<file path="config.mk">
export PLATFORM = sky130hd
export DESIGN_NAME = bgpat_shifter
export DESIGN_NICKNAME = d
export VERILOG_FILES = /design/src/rtl/bgpat_pkg.sv /design/src/rtl/bgpat_phase_ctl.sv /design/src/rtl/bgpat_capture.sv /design/src/rtl/bgpat_advance.sv /design/src/rtl/bgpat_tap.sv /design/src/rtl/bgpat_shifter.sv
export SDC_FILE = /design/constraint.sdc
export NUM_CORES = 1
export LEC_CHECK = 0
export ABC_AREA = 1
export BUFFER_PORTS_ARGS = -buffer_cell sky130_fd_sc_hd__buf_2
export CORE_MARGIN = 1.5
export CORE_UTILIZATION = 40
export DETAILED_ROUTE_END_ITERATION = 7
export GPL_ROUTABILITY_DRIVEN = 0
export PLACE_DENSITY = 0.67
export REMOVE_ABC_BUFFERS = 1
export SYNTH_ARGS = -nofsm -noshare
export SYNTH_HDL_FRONTEND = slang
export SYNTH_SLANG_ARGS = --single-unit
export TNS_END_PERCENT = 5
</file>
<file path="constraint.sdc">
create_clock -name clk -period 2.2 [get_ports clk]
set_input_delay 0.33 -clock clk [delete_from_list [all_inputs] [get_ports clk]]
set_output_delay 0.33 -clock clk [all_outputs]
set_load 0.02 [all_outputs]
</file>
<file path="src/rtl/bgpat_pkg.sv">
package bgpat_pkg;

    localparam int PAT_W_DEF  = 16;
    localparam int LOAD_W_DEF = 8;

    typedef enum logic [1:0] {
        OP_IDLE    = 2'd0,
        OP_CAPTURE = 2'd1,
        OP_SHIFT   = 2'd2,
        OP_LOAD    = 2'd3
    } pix_op_e;

    // Phase-0 wins; the reload request only matters on phase-1.
    function automatic pix_op_e decode_op(input logic ph0, input logic ph1, input logic ld);
        pix_op_e op;
        if (ph0)
            op = OP_CAPTURE;
        else if (ph1)
            op = ld ? OP_LOAD : OP_SHIFT;
        else
            op = OP_IDLE;
        return op;
    endfunction

endpackage

</file>
<file path="src/rtl/bgpat_phase_ctl.sv">
module bgpat_phase_ctl
    import bgpat_pkg::*;
(
    input  logic    clk,
    input  logic    rst,
    input  logic    ph0_en,
    input  logic    ph1_en,
    input  logic    load_req,
    output pix_op_e op_o
);

    always_comb begin
        op_o = decode_op(ph0_en, ph1_en, load_req);
    end

    AST_PHASE_EXCLUSIVE: assert property (@(posedge clk) disable iff (rst)
        !(ph0_en && ph1_en));

endmodule

</file>
<file path="src/rtl/bgpat_capture.sv">
module bgpat_capture
    import bgpat_pkg::*;
#(
    parameter int PAT_W = PAT_W_DEF
) (
    input  logic             clk,
    input  logic             rst,
    input  pix_op_e          op_i,
    input  logic [PAT_W-1:0] stage_i,
    output logic [PAT_W-1:0] cap_o
);

    logic [PAT_W-1:0] cap_q;

    always_ff @(posedge clk) begin
        if (rst)
            cap_q <= '0;
        else if (op_i == OP_CAPTURE)
            cap_q <= stage_i;
    end

    assign cap_o = cap_q;

    AST_CAPTURE_TAKES_STAGE: assert property (@(posedge clk) disable iff (rst)
        (op_i == OP_CAPTURE) |=> (cap_q == $past(stage_i)));

    AST_CAPTURE_HOLDS: assert property (@(posedge clk) disable iff (rst)
        (op_i != OP_CAPTURE) |=> $stable(cap_q));

endmodule

</file>
<file path="src/rtl/bgpat_advance.sv">
module bgpat_advance
    import bgpat_pkg::*;
#(
    parameter int PAT_W  = PAT_W_DEF,
    parameter int LOAD_W = LOAD_W_DEF
) (
    input  logic              clk,
    input  logic              rst,
    input  pix_op_e           op_i,
    input  logic [PAT_W-1:0]  cap_i,
    input  logic [LOAD_W-1:0] data_i,
    output logic [PAT_W-1:0]  stage_o
);

    localparam int LOAD_LO = PAT_W - LOAD_W;

    logic [PAT_W-1:0] stage_q;
    logic [PAT_W-1:0] nxt_shift;
    logic [PAT_W-1:0] nxt_load;

    for (genvar i = 0; i < PAT_W; i++) begin : g_bit
        if (i == PAT_W - 1) begin : g_top
            assign nxt_shift[i] = 1'b0;
        end else begin : g_mid
            assign nxt_shift[i] = cap_i[i+1];
        end
        if (i >= LOAD_LO) begin : g_ld
            assign nxt_load[i] = data_i[i-LOAD_LO];
        end else begin : g_keep
            assign nxt_load[i] = cap_i[i];
        end
    end

    always_ff @(posedge clk) begin
        if (rst)
            stage_q <= '0;
        else if (op_i == OP_SHIFT)
            stage_q <= nxt_shift;
        else if (op_i == OP_LOAD)
            stage_q <= nxt_load;
    end

    assign stage_o = stage_q;

    AST_ZERO_FILL: assert property (@(posedge clk) disable iff (rst)
        (op_i == OP_SHIFT) |=> !stage_q[PAT_W-1]);

    AST_LOAD_UPPER: assert property (@(posedge clk) disable iff (rst)
        (op_i == OP_LOAD) |=> (stage_q[PAT_W-1:LOAD_LO] == $past(data_i)));

    AST_LOAD_LOWER_KEPT: assert property (@(posedge clk) disable iff (rst)
        (op_i == OP_LOAD) |=> (stage_q[LOAD_LO-1:0] == $past(cap_i[LOAD_LO-1:0])));

    AST_HOLD_OFF_PHASE1: assert property (@(posedge clk) disable iff (rst)
        (op_i == OP_IDLE || op_i == OP_CAPTURE) |=> $stable(stage_q));

endmodule

</file>
<file path="src/rtl/bgpat_tap.sv">
module bgpat_tap #(
    parameter int TAP_W = 8,
    localparam int SEL_W = $clog2(TAP_W)
) (
    input  logic [TAP_W-1:0] low_i,
    input  logic [SEL_W-1:0] sel_i,
    output logic             bit_o
);

    always_comb begin
        bit_o = low_i[sel_i];
    end

endmodule

</file>
<file path="src/rtl/bgpat_shifter.sv">
module bgpat_shifter
    import bgpat_pkg::*;
#(
    parameter int PAT_W  = PAT_W_DEF,
    parameter int LOAD_W = LOAD_W_DEF,
    localparam int TAP_W = PAT_W - LOAD_W,
    localparam int FX_W  = $clog2(TAP_W)
) (
    input  logic              clk,
    input  logic              rst,
    input  logic              ph0_en,
    input  logic              ph1_en,
    input  logic              load_req,
    input  logic [LOAD_W-1:0] load_data,
    input  logic [FX_W-1:0]   fine_x,
    output logic              pix_bit
);

    pix_op_e          op;
    logic [PAT_W-1:0] stage;
    logic [PAT_W-1:0] cap;

    bgpat_phase_ctl u_ctl (
        .clk      (clk),
        .rst      (rst),
        .ph0_en   (ph0_en),
        .ph1_en   (ph1_en),
        .load_req (load_req),
        .op_o     (op)
    );

    bgpat_capture #(.PAT_W(PAT_W)) u_cap (
        .clk     (clk),
        .rst     (rst),
        .op_i    (op),
        .stage_i (stage),
        .cap_o   (cap)
    );

    bgpat_advance #(.PAT_W(PAT_W), .LOAD_W(LOAD_W)) u_adv (
        .clk     (clk),
        .rst     (rst),
        .op_i    (op),
        .cap_i   (cap),
        .data_i  (load_data),
        .stage_o (stage)
    );

    bgpat_tap #(.TAP_W(TAP_W)) u_tap (
        .low_i (stage[TAP_W-1:0]),
        .sel_i (fine_x),
        .bit_o (pix_bit)
    );

    AST_RESET_CLEARS: assert property (@(posedge clk)
        rst |=> (stage == '0));

endmodule

</file>
# Word-level counts from Yosys, hierarchy flattened
# Index checks and enable logic that the tools add are counted.
[word_totals]
out_inout_bits = 1
in_bits = 16
word_cells = 16
reg_bits = 32
[op_classes]
n_eq_ne = 3
magnitude_cmp = 1
reduce_logical = 2
n_mux = 7
[ops]
columns = ["operator", "n"]
rows = [
  ["$mux W15", 2],
  ["$eq A2 B2 Y1 const B", 2],
  ["$lt A3 B4 Y1 const B", 1],
  ["$mux W2", 2],
  ["$bmux W1 S3", 1],
  ["$eq A2 B1 Y1 const B", 1],
  ["$mux W1", 2],
  ["$reduce_bool A2 Y1", 1],
  ["$reduce_or A2 Y1", 1],
]

# Logic depth before layout (Yosys ltp)
# Gate-level depths: netlist of run 1.
[depth]
word_depth = 6
ltp_mapped = 7
mapped_depth_nobuf = 6

# Modules after synthesis
# Synthesis of run 1 repeated with hierarchy kept, for this count alone.
[unflattened]
cells_unflattened = 258
area_unflattened_um2 = 1619.1
[by_module_without_submodules]
columns = ["mod", "cells_each", "seq_area_each_um2", "n_inst", "area_each_um2"]
rows = [
  ["bgpat_advance", 120, 320.3, 1, 789.5],
  ["bgpat_capture", 105, 320.3, 1, 698.2],
  ["bgpat_tap", 28, 0.0, 1, 110.1],
  ["bgpat_phase_ctl", 5, 0.0, 1, 21.3],
]

# Worst setup path before layout of run 1
# No wires, ideal clock.
[synth_path]
kind = "input to output"
from = "in fine_x[0]"
to = "out pix_bit"
path_slack_ns = 1.158
cell_stages = 6
arrival_time_ns = 0.712
path_buffers = 0
required_time_ns = 1.870
path_cell_list = "inv_2 -> nand2_1 -> nand3_1 -> nand2_1 -> nand2_1 -> nand2_1"
[synth_between]
elab_chain_len = 2
[synth_lines]
columns = ["element", "line", "rtl"]
rows = [
  ["start, declared", "bgpat_shifter.sv:15", "input logic [FX_W-1:0] fine_x,"],
  ["$bmux W1 S3", "bgpat_tap.sv:11", "bit_o = low_i[sel_i];"],
  ["$mux W1 (implied by the code)", "bgpat_tap.sv:11", ""],
  ["end, declared", "bgpat_shifter.sv:16", "output logic pix_bit"],
]
# Every way passes these cells. The select of a mux whose other input is x is not followed.

# Final worst setup path of run 1
[layout_path]
from = "reg u_adv.stage_q[7], in the netlist u_adv.stage_o[7]"
to = "out pix_bit"
[layout_between]
elab_chain_len = 2
[layout_lines]
columns = ["element", "line", "rtl"]
rows = [
  ["start, declared", "bgpat_advance.sv:17", "logic [PAT_W-1:0] stage_q;"],
  ["start signal, assigned", "bgpat_advance.sv:38", "stage_q <= nxt_shift;"],
  ["start signal, assigned", "bgpat_advance.sv:40", "stage_q <= nxt_load;"],
  ["$bmux W1 S3", "bgpat_tap.sv:11", ""],
  ["$mux W1 (implied by the code)", "bgpat_tap.sv:11", ""],
]
# Every way passes these cells. The select of a mux whose other input is x is not followed.

==> results of run 1 <==
power by group:
| group | internal [uW] | switching [uW] |
|---|---|---|
| Combinational | 40.7 | 85.5 |
| Clock | 255 | 212 |
| Sequential | 605 | 13.7 |
| Total | 901 | 311 |
critical path, cell delays in order (launching register included):
cell and delay (ps):
dfxtp_1 340, inv_1 70, nand2_1 60, nand3_1 70, nand2_1 60, nand2_1 40, nand2_1 60, buf_2 150
layer usage:
metal | vias to the layer above | GRT usage (%) | wire length [um]
li1 | 719 | - | -
met1 | 611 | 20.5 | 1620
met2 | 31 | 26.7 | 1400
met3 | 4 | 6.34 | 128
met4 | 0 | 9.78 | 70
met5 | - | 0 | 0
how the worst max path moves through the flow:
stage                           from          endpoint  cells after the start
global route        u_adv.stage_o[7]           pix_bit                      7
floorplan                  fine_x[0]           pix_bit                      6
detailed placement            ph0_en  u_adv.stage_o[5]                      7
global placement              ph0_en  u_adv.stage_o[9]                      7
finish              u_adv.stage_o[7]           pix_bit                      7
CTS                 u_adv.stage_o[7]           pix_bit                      7
flip-flops by register name, indices dropped and copies added, names as in the netlist:
name and cells:
u_adv.stage_o 16, u_cap.cap_o 16
layout by cell type, fill, tap and decap left out, drive strengths merged:
cell type  netlist  layout
a21oi           12      12
buf             13      16
clkbuf           1       8
clkinv           1       1
dfxtp           32      32
inv             28      28
nand2           45      45
nand3           13      13
nand4           24      24
nor2            31      31
o21ai           16      16
cell families after synthesis:
group           Yosys count
compound gates           28
buf+inv                  43
simple gates            113
flops                    32
through the flow:
| step | setup WS [ps] | hold WS (ps) | power (uW) | cells | cell area (um2) |
|---|---|---|---|---|---|
| 5_1_grt | 609 | 340 | 1280 | 274 | 1640 |
| 3_3_place_gp | 697 | 443 | 756 | 266 | 1550 |
| 4_1_cts | 708 | 308 | 1230 | 274 | 1640 |
| 3_5_place_dp | 676 | 449 | 757 | 266 | 1550 |
| 6_report | 736 | 315 | 1210 | 274 | 1640 |
| 2_1_floorplan | 1160 | 399 | 701 | 202 | 1410 |
cell type report:
cell class                      count  area [um2]  area share (%)
Multi-Input combinational cell    141         653            39.9
Sequential cell                    32         641            39.1
Inverter                           29         113            6.88
Clock buffer                        8        90.1            5.50
Timing Repair Buffer               16        80.1            4.89
Tap cell                           48        60.1            3.67
==> metrics.yaml, run 1 <==
rr_worst_depth: 4
ys_warn_count: 0
min_path_type: "in2reg"
placementRows: 22
diodes: 0
post-route-period-util_pct: 66.5
r2r_slack_ps: 1470
max_freq_mhz: 683
track_usage_pct: 17.3
clkLatencyLatePin_ps: 290
worstReg2RegStart: "u_cap.cap_o[4]"
drtIter0Drc: 85
finalClockSkew_ps: 5.59
die-area_um2: 4100
path_class: "reg2out"
grt_antenna_before_repair: 0
reg2reg_to: "u_adv.stage_o[3]"
synth_top_cell_area_share_pct: 43.0
maxSlewViolCount: 0
ant_nets: 0
firstDrtPassIters: 4
peakVddDrop_v: 0.000265
initial_core_util_pct: 41.0
die_y_um: 64.1
cts_setup_buffers: 0
wirelength_um: 3220
yosysSeqAreaShare_pct: 43.0
synth_compound_area_share_pct: 9.40
synth-seq-cells: 32
tightest_slew_ps: 507
cts_tree: "yes"
cap_violations: 0
coreArea_um2: 3630
grt_max_degree: 38
drc: 0
worstPathMaxFanout: 2
ys.flop_type: "dfxtp_1"
hold_end: "u_adv.stage_o[15]"
cts_buffers: 5
nNetsFinal: 241
synthTopCellsByArea: "dfxtp_1, nand2_1, nand4_1"
synthXorXnorAreaFrac_pct: 0
grt_pass1_wl_um: 5370
grt.overflow.total: 0
htreeDepth: 2
cp.arrival_ps: 1130
io_pins: 17
cp.required_ps: 1870
p_leak_uw: 0.000770
utilization_pct: 45.0
root_buffer: "clkbuf_8"
clk_pin_slew_ps: 70
status: "finished, final reports clean"
synth_top_family_by_area: "simple AND/OR/NAND/NOR gates"
routedWlPerCell_um: 11.8
cp-start-kind: "register"
postSynthCellCount: 216
synth_commonest_cells: "nand2_1, dfxtp_1, nor2_1, inv_1, nand4_1"
io_buffers: 16
syn-cell-area_um2: 1490
fin_setup_tns_ps: 0
clkSinkCount: 32
slew_headroom_pct: 66.2
async_flop_share_pct: 0
hold_viol_final: 0
power_density_nw_per_um2: 740
syn2layout_area_growth_pct: 9.73
ctsResizeCount: 0
rsz0062_at_grt: "no"
die_w_um: 64.1
synth.avg_cell_area_um2: 6.90
endpoint_kind: "primary output"
synth_edf_count: 0
min_from: "load_data[7]"
synth_fa_ha_area_share_pct: 0
viasPerCell: 4.98
ctsHoldBuffers: 0
post-dp-hpwl_um: 2000
setup_viol: 0
min_period_ps: 1460
synthMuxAreaShare_pct: 0
synth-simple-area-share_pct: 34.4
synth_most_common_cell: "nand2_1"
clock_path_buffers: 2
grt_pass1_vias: 1228
drive_above_1_share_pct: 12.4
via_count: 1365
synth_cell_types: 18
yosys.area.top_type: "dfxtp_1"
holdPathStages: 3
nFillCells: 405
No activity file was read; power rests on OpenSTA's default activity.
==> run 2: changes to the inputs <==
==> constraint.sdc (replaced) <==
create_clock -name clk -period 1.5 [get_ports clk]
set_input_delay 0.225 -clock clk [delete_from_list [all_inputs] [get_ports clk]]
set_output_delay 0.225 -clock clk [all_outputs]
set_load 0.02 [all_outputs]
==> metrics.yaml, run 2 (synthesized netlist as in run 1, its figures left out) <==
peakVddDrop_v: 0.000341
fin_setup_tns_ps: 0
drive_above_1_share_pct: 13.9
nFillCells: 383
ctsResizeCount: 0
finalClockSkew_ps: 5.60
power_density_nw_per_um2: 1060
io_pins: 17
endpoint_kind: "primary output"
coreArea_um2: 3630
violations: "design-rule violations"
rsz0062_at_grt: "no"
nNetsFinal: 245
grt_pass1_wl_um: 5280
cp-start-kind: "register"
drc: 1
root_buffer: "clkbuf_8"
grt.overflow.total: 0
die-area_um2: 4100
tightest_slew_ps: 373
most-common-layout-cells: "nand2_1, dfxtp_1, nor2_1, inv_1, nand4_1"
cp.required_ps: 1270
grt_max_degree: 25
min_period_ps: 1350
wirelength_um: 3200
grt_pass1_vias: 1203
via_count: 1374
grt_antenna_before_repair: 0
clk_pin_slew_ps: 70
critPathMaxStageDelay_ps: 350
track_usage_pct: 16.4
worstPathMaxFanout: 2
htreeDepth: 2
final_cells: 278
cts_setup_buffers: 0
critPathTopFamily: "flip-flops"
hold_viol_final: 0
routedWlPerCell_um: 11.5
ctsHoldBuffers: 0
slew_headroom_pct: 75.1
critPathMostFrequentCell: "nand2_1"
firstDrtPassIters: 6
path_class: "reg2out"
cap_violations: 0
p_leak_uw: 0.000789
viasPerCell: 4.94
syn2layout_area_growth_pct: 11.7
initial_core_util_pct: 41.0
ant_nets: 0
status: "finished, violations left"
clkSinkCount: 32
cts_tree: "yes"
critical_path.cell_chain: "inv_1, nand2_1, nand3_1, nand2_1, nand2_1, nand2_1, buf_2"
placementRows: 22
clkLatencyLatePin_ps: 280
min_path_type: "in2reg"
post-route-period-util_pct: 90.1
maxSlewViolCount: 0
dp.cells: 270
cp_slowest_cell: "dfxtp_1"
setup_viol: 0
diodes: 0
die_y_um: 64.1
cp.arrival_ps: 1130
io_buffers: 16
clock_path_buffers: 2
post-dp-hpwl_um: 2080
max_freq_mhz: 740
layout_commonest_cell: "nand2_1"
critPathBufInv: 2
drtIter0Drc: 76
cts_buffers: 5
die_w_um: 64.1
[run 2: stage by stage]
step	total power [uW]	setup WS [ps]	hold WS [ps]	instance area, um2	utilization [%]
final	1770	149	239	1670	45.9
after floorplan	1030	567	294	1410	-
after CTS	1790	147	234	1670	45.9
after global routing	1860	30.6	238	1670	45.9
after detailed placement	1120	358	449	1580	43.4
after global placement	1120	378	446	1580	43.4
[run 2: metal layers]
layer,track usage [%],share of wire (%),vias up
met5,0,0,-
met4,6.52,1.4,0
met3,4.23,4.5,7
met2,26.6,44,27
met1,20.8,50,614
li1,-,-,726
[run 2: path summary, 6_finish.rpt]
path | from | end | slack [ps] | depth (start not counted)
hold / removal | load_data[7] | u_adv.stage_o[15] | 240 | 3
setup reg to reg | u_cap.cap_o[4] | u_adv.stage_o[4] | 760 | 4
setup / recovery | u_adv.stage_o[3] | pix_bit | 150 | 7
hold reg to reg | u_cap.cap_o[11] | u_cap.cap_o[11] | 460 | 2
[run 2: layout make-up]
| class | count | area [um2] | area share (%) |
|---|---|---|---|
| Clock buffer | 8 | 90.1 | 5.41 |
| Inverter | 29 | 113 | 6.76 |
| Multi-Input combinational cell | 141 | 653 | 39.2 |
| Sequential cell | 32 | 641 | 38.4 |
| Tap cell | 48 | 60.1 | 3.60 |
| Timing Repair Buffer | 20 | 110 | 6.61 |
[run 2: tightest hold or removal path, cell delays in order]
cell	delay, ps
buf_2	100
nand4_1	80
a21oi_1	60
[run 2: report_power, final]
group,total (uW),switching (uW),leakage (uW),internal (uW)
clock,671,297,0.0000455,374
sequential,909,21.1,0.000262,888
combinational,193,126,0.000482,66.9
